==> src/rtl/mtx_pkg.sv <==
package mtx_pkg;
  localparam logic [4:0] OFS_DATA  = 5'h00;
  localparam logic [4:0] OFS_CTRL  = 5'h08;
  localparam logic [4:0] OFS_IEN   = 5'h10;
  localparam logic [4:0] OFS_IPEND = 5'h14;
  localparam logic [4:0] OFS_DIV   = 5'h18;

  localparam int WM_LSB = 16;

  typedef enum logic [1:0] {
    SER_IDLE  = 2'd0,
    SER_START = 2'd1,
    SER_DATA  = 2'd2,
    SER_STOP  = 2'd3
  } ser_state_e;
endpackage

==> src/rtl/mtx_regs.sv <==
module mtx_regs
  import mtx_pkg::*;
#(
  parameter int DIV_W = 16,
  parameter int WM_W  = 3
) (
  input  logic             clk,
  input  logic             rst_n,
  input  logic             bus_sel,
  input  logic             bus_wr,
  input  logic [4:0]       bus_addr,
  input  logic [31:0]      bus_wdata,
  input  logic             fifo_full,
  input  logic             wm_pend,
  output logic [31:0]      bus_rdata,
  output logic             tx_en,
  output logic             two_stop,
  output logic [WM_W-1:0]  wm_lvl,
  output logic             irq_en,
  output logic [DIV_W-1:0] div_val,
  output logic             push_req,
  output logic [7:0]       push_byte
);
  logic             en_q, en_d;
  logic             stop_q, stop_d;
  logic [WM_W-1:0]  wm_q, wm_d;
  logic             ie_q, ie_d;
  logic [DIV_W-1:0] div_q, div_d;
  logic             wr_hit;
  logic             unused_wbits;

  assign wr_hit       = bus_sel & bus_wr;
  assign unused_wbits = ^bus_wdata;

  // next-state for configuration registers
  always_comb begin
    en_d   = en_q;
    stop_d = stop_q;
    wm_d   = wm_q;
    ie_d   = ie_q;
    div_d  = div_q;
    if (wr_hit) begin
      case (bus_addr)
        OFS_CTRL: begin
          en_d   = bus_wdata[0];
          stop_d = bus_wdata[1];
          wm_d   = bus_wdata[WM_LSB +: WM_W];
        end
        OFS_IEN: ie_d  = bus_wdata[0];
        OFS_DIV: div_d = bus_wdata[DIV_W-1:0];
        default: ;
      endcase
    end
  end

  always_ff @(posedge clk or negedge rst_n) begin
    if (!rst_n) begin
      en_q   <= 1'b0;
      stop_q <= 1'b0;
      wm_q   <= '0;
      ie_q   <= 1'b0;
      div_q  <= '0;
    end else if (wr_hit) begin
      en_q   <= en_d;
      stop_q <= stop_d;
      wm_q   <= wm_d;
      ie_q   <= ie_d;
      div_q  <= div_d;
    end
  end

  assign push_req  = wr_hit && (bus_addr == OFS_DATA);
  assign push_byte = bus_wdata[7:0];

  // read mux
  always_comb begin
    bus_rdata = '0;
    if (bus_sel && !bus_wr) begin
      case (bus_addr)
        OFS_DATA:  bus_rdata[31] = fifo_full;
        OFS_CTRL: begin
          bus_rdata[0]               = en_q;
          bus_rdata[1]               = stop_q;
          bus_rdata[WM_LSB +: WM_W]  = wm_q;
        end
        OFS_IEN:   bus_rdata[0] = ie_q;
        OFS_IPEND: bus_rdata[0] = wm_pend;
        OFS_DIV:   bus_rdata[DIV_W-1:0] = div_q;
        default:   bus_rdata = '0;
      endcase
    end
  end

  assign tx_en    = en_q;
  assign two_stop = stop_q;
  assign wm_lvl   = wm_q;
  assign irq_en   = ie_q;
  assign div_val  = div_q;

  // a write to the pending offset leaves all configuration unchanged
  a_r2_pend_write_ignored: assert property (@(posedge clk) disable iff (!rst_n)
    (bus_sel && bus_wr && bus_addr == OFS_IPEND) |=>
      ($stable(en_q) && $stable(stop_q) && $stable(wm_q) && $stable(ie_q) && $stable(div_q)));
endmodule

==> src/rtl/mtx_fifo.sv <==
module mtx_fifo #(
  parameter int DEPTH = 8,
  parameter int W     = 8,
  localparam int PW   = (DEPTH > 1) ? $clog2(DEPTH) : 1,
  localparam int CW   = $clog2(DEPTH + 1)
) (
  input  logic          clk,
  input  logic          rst_n,
  input  logic          push_req,
  input  logic [W-1:0]  push_data,
  input  logic          pop,
  output logic [W-1:0]  head,
  output logic          empty,
  output logic          full,
  output logic [CW-1:0] count
);
  localparam logic [PW-1:0] LAST = PW'(DEPTH - 1);
  localparam logic [CW-1:0] CMAX = CW'(DEPTH);

  logic [W-1:0]  mem [DEPTH];
  logic [PW-1:0] wp_q, wp_d, rp_q, rp_d;
  logic [CW-1:0] cnt_q, cnt_d;
  logic          do_push, do_pop;

  assign full    = (cnt_q == CMAX);
  assign empty   = (cnt_q == '0);
  assign do_push = push_req & ~full;
  assign do_pop  = pop & ~empty;

  always_comb begin
    wp_d  = wp_q;
    rp_d  = rp_q;
    cnt_d = cnt_q;
    if (do_push) wp_d = (wp_q == LAST) ? '0 : wp_q + 1'b1;
    if (do_pop)  rp_d = (rp_q == LAST) ? '0 : rp_q + 1'b1;
    if (do_push && !do_pop)      cnt_d = cnt_q + 1'b1;
    else if (!do_push && do_pop) cnt_d = cnt_q - 1'b1;
  end

  always_ff @(posedge clk or negedge rst_n) begin
    if (!rst_n) begin
      wp_q  <= '0;
      rp_q  <= '0;
      cnt_q <= '0;
    end else begin
      wp_q  <= wp_d;
      rp_q  <= rp_d;
      cnt_q <= cnt_d;
    end
  end

  always_ff @(posedge clk) begin
    if (do_push) mem[wp_q] <= push_data;
  end

  assign head  = mem[rp_q];
  assign count = cnt_q;

  a_r3_count_bound: assert property (@(posedge clk) disable iff (!rst_n)
    cnt_q <= CMAX);

  a_r3_full_drop: assert property (@(posedge clk) disable iff (!rst_n)
    (full && push_req && !pop) |=> (cnt_q == CMAX));

  a_r3_no_pop_empty: assert property (@(posedge clk) disable iff (!rst_n)
    (empty && push_req && !pop) |=> (cnt_q == CW'(1)));
endmodule

==> src/rtl/mtx_ser.sv <==
module mtx_ser
  import mtx_pkg::*;
#(
  parameter int DIV_W = 16
) (
  input  logic             clk,
  input  logic             rst_n,
  input  logic             tx_en,
  input  logic             two_stop,
  input  logic [DIV_W-1:0] div_val,
  input  logic             fifo_empty,
  input  logic [7:0]       fifo_head,
  output logic             pop,
  output logic             line
);
  ser_state_e       st_q, st_d;
  logic [DIV_W-1:0] baud_q, baud_d;
  logic [2:0]       bit_q, bit_d;
  logic [7:0]       sh_q, sh_d;
  logic             st2_q, st2_d;
  logic             line_q, line_d;
  logic             tick;

  assign tick = (baud_q >= div_val);

  always_comb begin
    st_d   = st_q;
    baud_d = baud_q;
    bit_d  = bit_q;
    sh_d   = sh_q;
    st2_d  = st2_q;
    line_d = line_q;
    pop    = 1'b0;
    case (st_q)
      SER_IDLE: begin
        line_d = 1'b1;
        if (tx_en && !fifo_empty) begin
          pop    = 1'b1;
          sh_d   = fifo_head;
          st2_d  = two_stop;
          baud_d = '0;
          line_d = 1'b0;
          st_d   = SER_START;
        end
      end
      SER_START: begin
        if (tick) begin
          baud_d = '0;
          bit_d  = '0;
          line_d = sh_q[0];
          st_d   = SER_DATA;
        end else begin
          baud_d = baud_q + 1'b1;
        end
      end
      SER_DATA: begin
        if (tick) begin
          baud_d = '0;
          if (bit_q == 3'd7) begin
            line_d = 1'b1;
            st_d   = SER_STOP;
          end else begin
            bit_d  = bit_q + 1'b1;
            sh_d   = sh_q >> 1;
            line_d = sh_q[1];
          end
        end else begin
          baud_d = baud_q + 1'b1;
        end
      end
      SER_STOP: begin
        if (tick) begin
          baud_d = '0;
          if (st2_q) st2_d = 1'b0;
          else       st_d  = SER_IDLE;
        end else begin
          baud_d = baud_q + 1'b1;
        end
      end
      default: st_d = SER_IDLE;
    endcase
  end

  always_ff @(posedge clk or negedge rst_n) begin
    if (!rst_n) begin
      st_q   <= SER_IDLE;
      baud_q <= '0;
      bit_q  <= '0;
      sh_q   <= '0;
      st2_q  <= 1'b0;
      line_q <= 1'b1;
    end else begin
      st_q   <= st_d;
      baud_q <= baud_d;
      bit_q  <= bit_d;
      sh_q   <= sh_d;
      st2_q  <= st2_d;
      line_q <= line_d;
    end
  end

  assign line = line_q;

  a_r6_idle_line_high: assert property (@(posedge clk) disable iff (!rst_n)
    (st_q == SER_IDLE) |-> line_q);

  a_r7_start_low: assert property (@(posedge clk) disable iff (!rst_n)
    (st_q == SER_START) |-> !line_q);

  a_r7_bit_steady: assert property (@(posedge clk) disable iff (!rst_n)
    (baud_q != '0) |-> $stable(line_q));

  a_r8_stop_high: assert property (@(posedge clk) disable iff (!rst_n)
    (st_q == SER_STOP) |-> line_q);
endmodule

==> src/rtl/mmio_tx_port.sv <==
module mmio_tx_port #(
  parameter int DEPTH = 8,
  parameter int DIV_W = 16,
  parameter int WM_W  = 3
) (
  input  logic        clk,
  input  logic        rst_n,
  input  logic        bus_sel,
  input  logic        bus_wr,
  input  logic [4:0]  bus_addr,
  input  logic [31:0] bus_wdata,
  output logic [31:0] bus_rdata,
  output logic        tx_line,
  output logic        tx_irq
);
  localparam int CW = $clog2(DEPTH + 1);

  logic             rs_a, rs_b;
  logic             tx_en, two_stop, irq_en, push_req, pop;
  logic [WM_W-1:0]  wm_lvl;
  logic [DIV_W-1:0] div_val;
  logic [7:0]       push_byte, head;
  logic             f_empty, f_full, wm_pend;
  logic [CW-1:0]    f_cnt;

  // asynchronous assert, synchronous release
  always_ff @(posedge clk or negedge rst_n) begin
    if (!rst_n) begin
      rs_a <= 1'b0;
      rs_b <= 1'b0;
    end else begin
      rs_a <= 1'b1;
      rs_b <= rs_a;
    end
  end

  mtx_regs #(.DIV_W(DIV_W), .WM_W(WM_W)) u_regs (
    .clk(clk), .rst_n(rs_b),
    .bus_sel(bus_sel), .bus_wr(bus_wr), .bus_addr(bus_addr), .bus_wdata(bus_wdata),
    .fifo_full(f_full), .wm_pend(wm_pend), .bus_rdata(bus_rdata),
    .tx_en(tx_en), .two_stop(two_stop), .wm_lvl(wm_lvl), .irq_en(irq_en),
    .div_val(div_val), .push_req(push_req), .push_byte(push_byte)
  );

  mtx_fifo #(.DEPTH(DEPTH), .W(8)) u_fifo (
    .clk(clk), .rst_n(rs_b),
    .push_req(push_req), .push_data(push_byte), .pop(pop),
    .head(head), .empty(f_empty), .full(f_full), .count(f_cnt)
  );

  mtx_ser #(.DIV_W(DIV_W)) u_ser (
    .clk(clk), .rst_n(rs_b),
    .tx_en(tx_en), .two_stop(two_stop), .div_val(div_val),
    .fifo_empty(f_empty), .fifo_head(head), .pop(pop), .line(tx_line)
  );

  assign wm_pend = ({{(32-CW){1'b0}}, f_cnt} < {{(32-WM_W){1'b0}}, wm_lvl});
  assign tx_irq  = wm_pend & irq_en;

  a_r6_no_pop_when_off: assert property (@(posedge clk) disable iff (!rs_b)
    pop |-> tx_en);

  a_r6_hold_when_off: assert property (@(posedge clk) disable iff (!rs_b)
    !tx_en |=> (f_cnt >= $past(f_cnt)));

  a_r5_irq_gated: assert property (@(posedge clk) disable iff (!rs_b)
    tx_irq |-> irq_en);
endmodule

==> config.mk <==
export PLATFORM = sky130hd
export DESIGN_NAME = mmio_tx_port
export DESIGN_NICKNAME = d
export VERILOG_FILES = /design/src/rtl/mtx_pkg.sv /design/src/rtl/mtx_regs.sv /design/src/rtl/mtx_fifo.sv /design/src/rtl/mtx_ser.sv /design/src/rtl/mmio_tx_port.sv
export SDC_FILE = /design/constraint.sdc
export NUM_CORES = 1
export LEC_CHECK = 0
export BUFFER_PORTS_ARGS = -buffer_cell sky130_fd_sc_hd__buf_2
export CORE_UTILIZATION = 53
export DETAILED_ROUTE_END_ITERATION = 10
export PLACE_DENSITY = 0.77
export SLEW_MARGIN = 30
export SYNTH_ARGS = -nofsm -noshare
export SYNTH_HDL_FRONTEND = slang
export SYNTH_SLANG_ARGS = --single-unit
==> constraint.sdc <==
create_clock -name clk -period 3.75 [get_ports clk]
set_input_delay 0.75 -clock clk [delete_from_list [all_inputs] [get_ports clk]]
set_output_delay 0.75 -clock clk [all_outputs]
set_load 0.05 [all_outputs]
==> results of run 1 <==
==> cells in the final DEF (no fill, tap or decap), types with 8 or more instances in the layout <==
cell and n:
nor3_1 30, buf_2 49, mux4_2 16, edfxtp_1 64
o22ai_1 16, inv_1 29, nor2_1 36, clkbuf_16 17
nand2_1 35, conb_1 13, o21ai_0 31, dfrtp_1 63
buf_4 12, xnor2_1 10, xor2_1 8, nand3_1 18
ha_1 33, a21oi_1 14, nand2b_1 8, mux2_2 15
==> flip-flops by register name, summed over array words and instances, names as in the netlist, 2 cells and up <==
name            count
u_fifo.rp_q         3
u_ser.sh_q          8
u_fifo.wp_q         3
u_regs.wm_lvl       3
u_fifo.mem         64
u_ser.bit_q         3
u_regs.div_val     16
u_ser.baud_q       16
u_ser.st_q          2
u_fifo.count        4
==> per-layer routing <==
metal / wire, um / up-vias / GRT usage (%)
met5: 0 / - / 0
met4: 397 / 0 / 10.93
met3: 668 / 35 / 5.249
met2: 6856 / 161 / 39.38
met1: 5368 / 2147 / 28.32
li1: - / 1962 / -
==> layout make-up <==
class	count	area, sq um
inverters	29	108.9
fillers	821	4263
repair buffers	61	335.3
clock buffers	19	442.9
multi-input cells	333	2484
flip-flops and latches	129	3551
well taps	143	178.9
clock inverters	13	103.9
==> logic make-up after synthesis <==
| family | Yosys count |
|---|---|
| and+or+nand+nor | 146 |
| DFF | 129 |
| AOI/OAI and AO/OA | 87 |
| buffers and inverters | 60 |
| muxes | 35 |
| adders and majority gates | 34 |
| xor gates and xnor gates | 18 |
| other | 2 |
==> worst min path at each step <==
stage | startpoint | end | slack [ns] | depth (start not counted)
after floorplan | rs_a | rs_b | 0.33 | 0
after global placement | rs_b | u_ser.baud_q[15] | 0.30 | 0
after detailed placement | rs_b | u_ser.baud_q[14] | 0.31 | 0
after CTS | rst_n | rs_b | 0.10 | 1
after global routing | rst_n | rs_b | 0.11 | 1
final | rst_n | rs_b | 0.11 | 1
==> report_power, final <==
part | internal, mW | total, mW | switching [mW]
registers | 1.66 | 1.85 | 0.196
logic | 0.525 | 1.19 | 0.665
clock network | 0.870 | 1.50 | 0.627
total | 3.05 | 4.54 | 1.49
==> metrics.md, run 1 <==
| Metric | Value |
|---|---|
| Slack of the worst reg-to-reg path | `1.05 ns` |
| Sink Count | `between 100 and 150` |
| Fmax | `319.4 MHz` |
| RSZ-0062 raised after global routing | `no` |
| Detailed Route WL | `approximately 13,000 um` |
| Post-Synth Simple-Gate Area | `about 11%` |
| Final hold viol count | `0` |
| Max-cap check violation count | `0` |
| Reg-to-Reg End | `u_fifo.count[3]` |
| Post-route setup TNS | `0 ns` |
| Post-synthesis adder-cell area fraction | `between 6 and 7%` |
| Min Hold Slack | `around 0.11 ns` |
| Critical path's top delay family | `simple AND/OR/NAND/NOR gates` |
| Post-synthesis xor/xnor area fraction | `2.508%` |
| Sequential-to-total area share from yosys stat | `56.48%` |
| Fin worst setup slack | `around 0.62 ns` |
| All-layer global routing usage | `about a quarter` |
| Cell depth of the worst flop-to-flop path | `12` |
| EDFF count, synth | `64` |
| Crit Path Category | `primary input to output pin` |
| Placed inst area | `approximately 0.0067 sq mm` |
| Synth Cell Area | `around 0.0063 sq mm` |
| Status | `complete, no violations` |
| Row count | `39` |
| Total CTS buffers | `17` |
| Clock Latency Late Sink | `around 0.42 ns` |
| Initial core utilization | `between 50% and 60%` |
| CP Launch Type | `primary input` |
| Clk_skew | `0.01048 ns` |
| Crit path capture | `bus_rdata[13]` |
| Ys flop type | `edfxtp_1` |
| CTS H-tree depth | `4` |
| Asr flop ratio synth | `between 50% and 60%` |
| Post-CTS setup buffer count | `0` |
| Total core area | `0.01147 sq mm` |
| Detailed router's first-iteration violation count | `334` |
| Synth Warn # | `0` |
| Power Dens Cells | `between 600 and 700 mW/mm^2` |
| Final core occ | `a little over three fifths` |
| CP peak stage delay | `0.56 ns` |
| Compound-gate portion of the synthesized area | `9.377%` |
| Max rail drop VDD | `0.0004522 V` |
| DR pass1 iterations | `5` |
| Largest family of logic cells by synthesized area | `simple AND/OR/NAND/NOR gates` |
| Via count | `~4.3k` |
| CP Max Fanout | `18` |
| P_leak | `~2.9 nW` |
| DP Wirelength | `roughly 9000 um` |
| Synth unique cells | `58` |
| Slew headroom | `between 40% and 50%` |
| Worst setup EP type | `output pin` |
| Placed Cells | `695` |
| Non-Filler Instances | `727` |
| Root Buffer | `clkbuf_16` |
| IO Port Bufs | `49` |
| Post-synth top area cell | `edfxtp_1` |
| Min-delay worst type | `primary input to async pin` |
| Min cycle time layout | `3.130 ns` |
| Pre-CTS WS | `0.4037 ns` |
| Slowest cell on crit path | `nand3_1` |
| Mux contribution to synthesized area | `a little under a tenth` |
| Antenna diodes | `0` |
| Placer congestion estimate | `between 0.8 and 0.9` |
| Die area | `between 0.01 and 0.015 sq mm` |
| Largest net degree at the start of global routing | `37` |
| WL/cell | `around 18 um` |
| CP cell instances | `buf_2 -> nor3_1 -> nand3_1 -> nor3_1 -> buf_2` |
| # DRC | `0` |
| Die Wd | `approximately 110 um` |
| Nets@finish | `646` |
| Worst path depth | `5` |
| Aggregate global routing overflow | `0` |
| CTS tree | `built` |
| Yosys top cell area share | `30.58%` |
| Cells after synthesis | `between 500 and 600` |
| CP startpoint | `bus_addr[2]` |
| Setup violations, final | `0` |
| Commonest cells in the synthesized netlist | `dfrtp_1 (64), edfxtp_1 (64), nor2_1 (37)` |
| Clk slew on worst S/H paths | `~0.05 ns` |
| Number of global-route vias before repair | `around 4.3k` |
| Reg-to-Reg Start | `u_ser.st_q[0]` |
| Detail Route Antenna Nets | `0` |
| CTS Hold Bufs | `0` |
| Wire length of the first global-routing pass | `approximately 22,000 um` |
| Final Cell Area | `0.007204 sq mm` |
| CTS resizes | `0` |
| Worst EP arrival | `~2.4 ns` |
| Ports | `75` |
| Period utilisation layout | `a little over four fifths` |
| Avg Inst Size Synth | `roughly 12 sq um` |
| Die H | `around 110 um` |
| Area Growth Syn to Fin | `14.63%` |
| Initial antenna violation count | `0` |
| Synth top area cells | `edfxtp_1 (31%), dfrtp_1 (25%), ha_1 (6.6%)` |
| Synth Register Bits | `~130` |
| Max Root-Sink Buffers | `2` |
| Buf/Inv on CP | `2` |
| Fraction of layout cells with a size suffix above 1 | `a little under a quarter` |
| Design Power | `4.537 mW` |
| Vias/cell | `5.922` |
| Final slew viol count | `0` |
| Worst endpoint required time | `roughly 3.0 ns` |
| Worst Tran Pin Value | `about 0.84 ns` |
Power figures use the tool's default switching activity.
==> run 2, diff against run 1 <==
--- a/config.mk
+++ b/config.mk
@@ -5,10 +5,11 @@
 export SDC_FILE = /design/constraint.sdc
 export NUM_CORES = 1
 export LEC_CHECK = 0
+export ABC_AREA = 1
 export BUFFER_PORTS_ARGS = -buffer_cell sky130_fd_sc_hd__buf_2
 export CORE_UTILIZATION = 53
 export DETAILED_ROUTE_END_ITERATION = 10
-export PLACE_DENSITY = 0.77
+export PLACE_DENSITY = 0.79
 export SLEW_MARGIN = 30
 export SYNTH_ARGS = -nofsm -noshare
 export SYNTH_HDL_FRONTEND = slang
==> constraint.sdc (replaced) <==
create_clock -name clk -period 2.55 [get_ports clk]
set_input_delay 0.51 -clock clk [delete_from_list [all_inputs] [get_ports clk]]
set_output_delay 0.51 -clock clk [all_outputs]
set_load 0.05 [all_outputs]
==> run 2 against run 1 <==
Flip-flop and latch count unchanged. Total power up 71%. Clock-buffer cell count grew 1. First-iteration DRC count rose by 21%. Synthesized cell count up 35%. Register-to-register slack lost 0.87 ns. Non-clock buffer count up 10. Clock skew decreased by 0.0028 ns. Synthesized area rose by 4.3%. Global-route usage up 0.69 points. Largest cell class unchanged. Largest power group unchanged.
==> metrics.md, run 2 <==
| Metric | Value |
|---|---|
| Status | `complete, no violations (unchanged)` |
| Ports | `75 (unchanged)` |
| Via count | `5,040 (was 4,305)` |
| Die H | `113.2 um (was 110.9 um)` |
| Wire length of the first global-routing pass | `23,660 um (was 21,740 um)` |
| Clk_skew | `0.007709 ns (was 0.01048 ns)` |
| Crit Path Category | `register to output pin (was primary input to output pin)` |
| Commonest cells in the synthesized netlist | `nand2_1 (147), inv_1 (66), dfrtp_1 (64), edfxtp_1 (64) (was dfrtp_1 (64), edfxtp_1 (64), nor2_1 (37))` |
| Sink Count | `129 (unchanged)` |
| Avg Inst Size Synth | `9.496 sq um (was 12.30 sq um)` |
| Worst EP arrival | `1.96 ns (was 2.38 ns)` |
| Synth top area cells | `edfxtp_1 (29%), dfrtp_1 (24%), nand2_1 (8.4%) (was edfxtp_1 (31%), dfrtp_1 (25%), ha_1 (6.6%))` |
| CTS tree | `built (unchanged)` |
| Period utilisation layout | `between 90% and 100%` |
| Total core area | `0.01201 sq mm (was 0.01147 sq mm)` |
| Final hold viol count | `0 (unchanged)` |
| CP Max Fanout | `2 (was 18)` |
| P_leak | `3.499 nW (was 2.944 nW)` |
| CTS H-tree depth | `4 (unchanged)` |
| Slack of the worst reg-to-reg path | `0.18 ns (was 1.05 ns)` |
| Synth Cell Area | `0.006553 sq mm (was 0.006285 sq mm)` |
| Combinational Power Share | `32.8% (was 26.2%)` |
| Fraction of layout cells with a size suffix above 1 | `21.14% (was 23.29%)` |
| Placed inst area | `0.006953 sq mm (was 0.006658 sq mm)` |
| Sequential-to-total area share from yosys stat | `54.17% (was 56.48%)` |
| Detail Route Antenna Nets | `0 (unchanged)` |
| Final Cell Area | `0.007671 sq mm (was 0.007204 sq mm)` |
| Setup violations, final | `0 (unchanged)` |
| Largest register FFs | `64 (unchanged)` |
| IO Port Bufs | `49 (unchanged)` |
| Flop pwr share | `34.3% (was 40.8%)` |
| Die Wd | `113.2 um (was 110.9 um)` |
| Synth unique cells | `42 (was 58)` |
| Yosys top cell area share | `29.33% (was 30.58%)` |
| Ys flop type | `edfxtp_1 (unchanged)` |
| # DRC | `0 (unchanged)` |
| Most frequent cells in the layout | `nand2_1 (147), edfxtp_1 (64), inv_1 (63), dfrtp_1 (62) (was edfxtp_1 (64), dfrtp_1 (63), buf_2 (49), nor2_1 (36), nand2_1 (35))` |
| All-layer global routing usage | `23.95% (was 23.26%)` |
| Fmax | `404.7 MHz` |
| CP Launch Type | `register (was primary input)` |
| Area Growth Syn to Fin | `17.07% (was 14.63%)` |
| Min cycle time layout | `about 2.5 ns` |
| Cells after synthesis | `690 (was 511)` |
| Aggregate global routing overflow | `0 (unchanged)` |
| DR pass1 iterations | `5 (unchanged)` |
| Sw power | `2.760 mW (was 1.487 mW)` |
| Post-synth top area cell | `edfxtp_1 (unchanged)` |
| Sw Share | `35.60% (was 32.78%)` |
| Max Root-Sink Buffers | `2 (unchanged)` |
| Cell depth of the worst flop-to-flop path | `15 (was 12)` |
| Root Buffer | `clkbuf_16 (unchanged)` |
| DP Wirelength | `9765 um (was 8955 um)` |
| Placer congestion estimate | `0.8123 (was 0.8935)` |
| Power Dens Cells | `1011 mW/mm^2 (was 629.8 mW/mm^2)` |
| Final slew viol count | `0 (unchanged)` |
| Worst setup EP type | `output pin (unchanged)` |
| Design Power | `7.752 mW (was 4.537 mW)` |
| EDFF count, synth | `64 (unchanged)` |
| Largest net degree at the start of global routing | `35 (was 37)` |
| Die area | `0.01281 sq mm (was 0.01230 sq mm)` |
| Vias/cell | `5.490 (was 5.922)` |
| Number of global-route vias before repair | `5,053 (was 4,274)` |
| Commonest non-fill, non-tap cell in the layout | `nand2_1 (was edfxtp_1)` |
| Initial core utilization | `54.55% (was 54.81%)` |
| Synth Register Bits | `129 (unchanged)` |
| Asr flop ratio synth | `50.39% (unchanged)` |
| Worst Tran Pin Value | `0.5871 ns (was 0.8432 ns)` |
| Clock Latency Late Sink | `0.42 ns (about the same)` |
| Total CTS buffers | `17 (unchanged)` |
| Reg-to-Reg Start | `u_ser.st_q[1] (was u_ser.st_q[0])` |
| Slew headroom | `60.72% (was 43.79%)` |
| P_int | `4.992 mW (was 3.050 mW)` |
| Row count | `40 (was 39)` |
| Initial antenna violation count | `0 (unchanged)` |
| Max rail drop VDD | `0.0008109 V (was 0.0004522 V)` |
| Nets@finish | `833 (was 646)` |
| Top-count cell post-synth | `nand2_1` |
| Clk slew on worst S/H paths | `0.06 ns (was 0.05 ns)` |
| Detailed Route WL | `14,400 um (was 13,290 um)` |
| Top reg by flops | `u_fifo.mem (unchanged)` |
| Antenna diodes | `0 (unchanged)` |
| Synth Warn # | `0 (unchanged)` |
| RSZ-0062 raised after global routing | `yes (was no)` |
| Detailed router's first-iteration violation count | `404 (was 334)` |
| Min-delay worst type | `register to async pin (was primary input to async pin)` |
| WL/cell | `15.69 um (was 18.28 um)` |
| Min Hold Slack | `0.1795 ns (was 0.1100 ns)` |
| Reg-to-Reg End | `u_fifo.count[3] (unchanged)` |
| Worst endpoint required time | `2.04 ns (was 3.00 ns)` |
| Max-cap check violation count | `0 (unchanged)` |
| Power share of the clock group | `32.8% (was 33.0%)` |
## run 2: cell type report
cell class              count  area (sq um)
flip-flops and latches    129          3552
well taps                 147         183.9
multi-input cells         466          2621
repair buffers             71         419.2
fillers                   885          4340
clock inverters            12         181.4
clock buffers              20         436.7
inverters                  73         276.5
## run 2: how the worst max path moves through the flow
stage               slack, ns        startpoint  cells after the start         endpoint
floorplan               -0.17       bus_addr[1]                      6    bus_rdata[10]
global placement         0.07       bus_addr[1]                     16  u_fifo.count[3]
detailed placement      -0.06       bus_addr[1]                     16  u_fifo.count[3]
CTS                      0.01   u_fifo.count[1]                      8     bus_rdata[0]
global route            -0.03  u_regs.wm_lvl[1]                      9     bus_rdata[0]
finish                   0.08  u_regs.wm_lvl[1]                      9     bus_rdata[0]
## run 2: cells by family after synthesis
logic type / Yosys count / synth area share [%]
AOI/OAI and AO/OA: 76 / 6.798
xor gates and xnor gates: 11 / 1.470
adders and majority gates: 34 / 6.607
buffers and inverters: 106 / 7.791
DFF: 129 / 54.17
muxes: 2 / 0.3437
other: 2 / 0.1146
and+or+nand+nor: 330 / 22.70
## run 2: layer usage
layer	track usage [%]	part of all wire [%]	wire [um]	vias up
met5	0	0	0	-
met4	10.96	2.6	378	0
met3	4.499	5.7	822	38
met2	41.02	50	7230	208
met1	29.49	41	5968	2377
li1	-	-	-	2417
## run 2: critical path: stages (launching register included)
cell and delay (ns):
dfrtp_1 0.37, inv_2 0.08, ha_4 0.20, o21a_1 0.11, nor2_2 0.12, nor2_2 0.06
nor3_2 0.14, nand3_1 0.10, a21oi_2 0.17, buf_6 0.18
## run 2: stage by stage
| step | TNS [ns] | cells | setup WS, ns | utilization (%) |
|---|---|---|---|---|
| floorplan | -1.734 | 701 | -0.1734 | - |
| global placement | 0 | 882 | 0.06625 | 57.89 |
| detailed placement | -0.05542 | 882 | -0.05542 | 57.89 |
| CTS | 0 | 916 | 0.01253 | 63.23 |
| global route | -0.05082 | 918 | -0.03016 | 63.86 |
| finish | 0 | 918 | 0.07877 | 63.86 |
## run 2: timing repair
item                       in CTS  in global routing
hold endpoints to repair        2                  0
pin swaps                       1                  6
setup endpoints to repair       2                  2
hold buffers                    1                  0
gates resized for setup         4                 15
setup buffers                   1                  2
## run 2: power groups by stage
| stage | Clock [mW] | Sequential, mW | Combinational [mW] |
|---|---|---|---|
| finish | 2.55 | 2.66 | 2.54 |
| global route | 2.64 | 2.69 | 2.85 |
| CTS | 2.56 | 2.65 | 2.45 |
| detailed placement | 0 | 2.69 | 2.38 |
| global placement | 0 | 2.68 | 2.26 |
| floorplan | 0 | 2.65 | 1.93 |
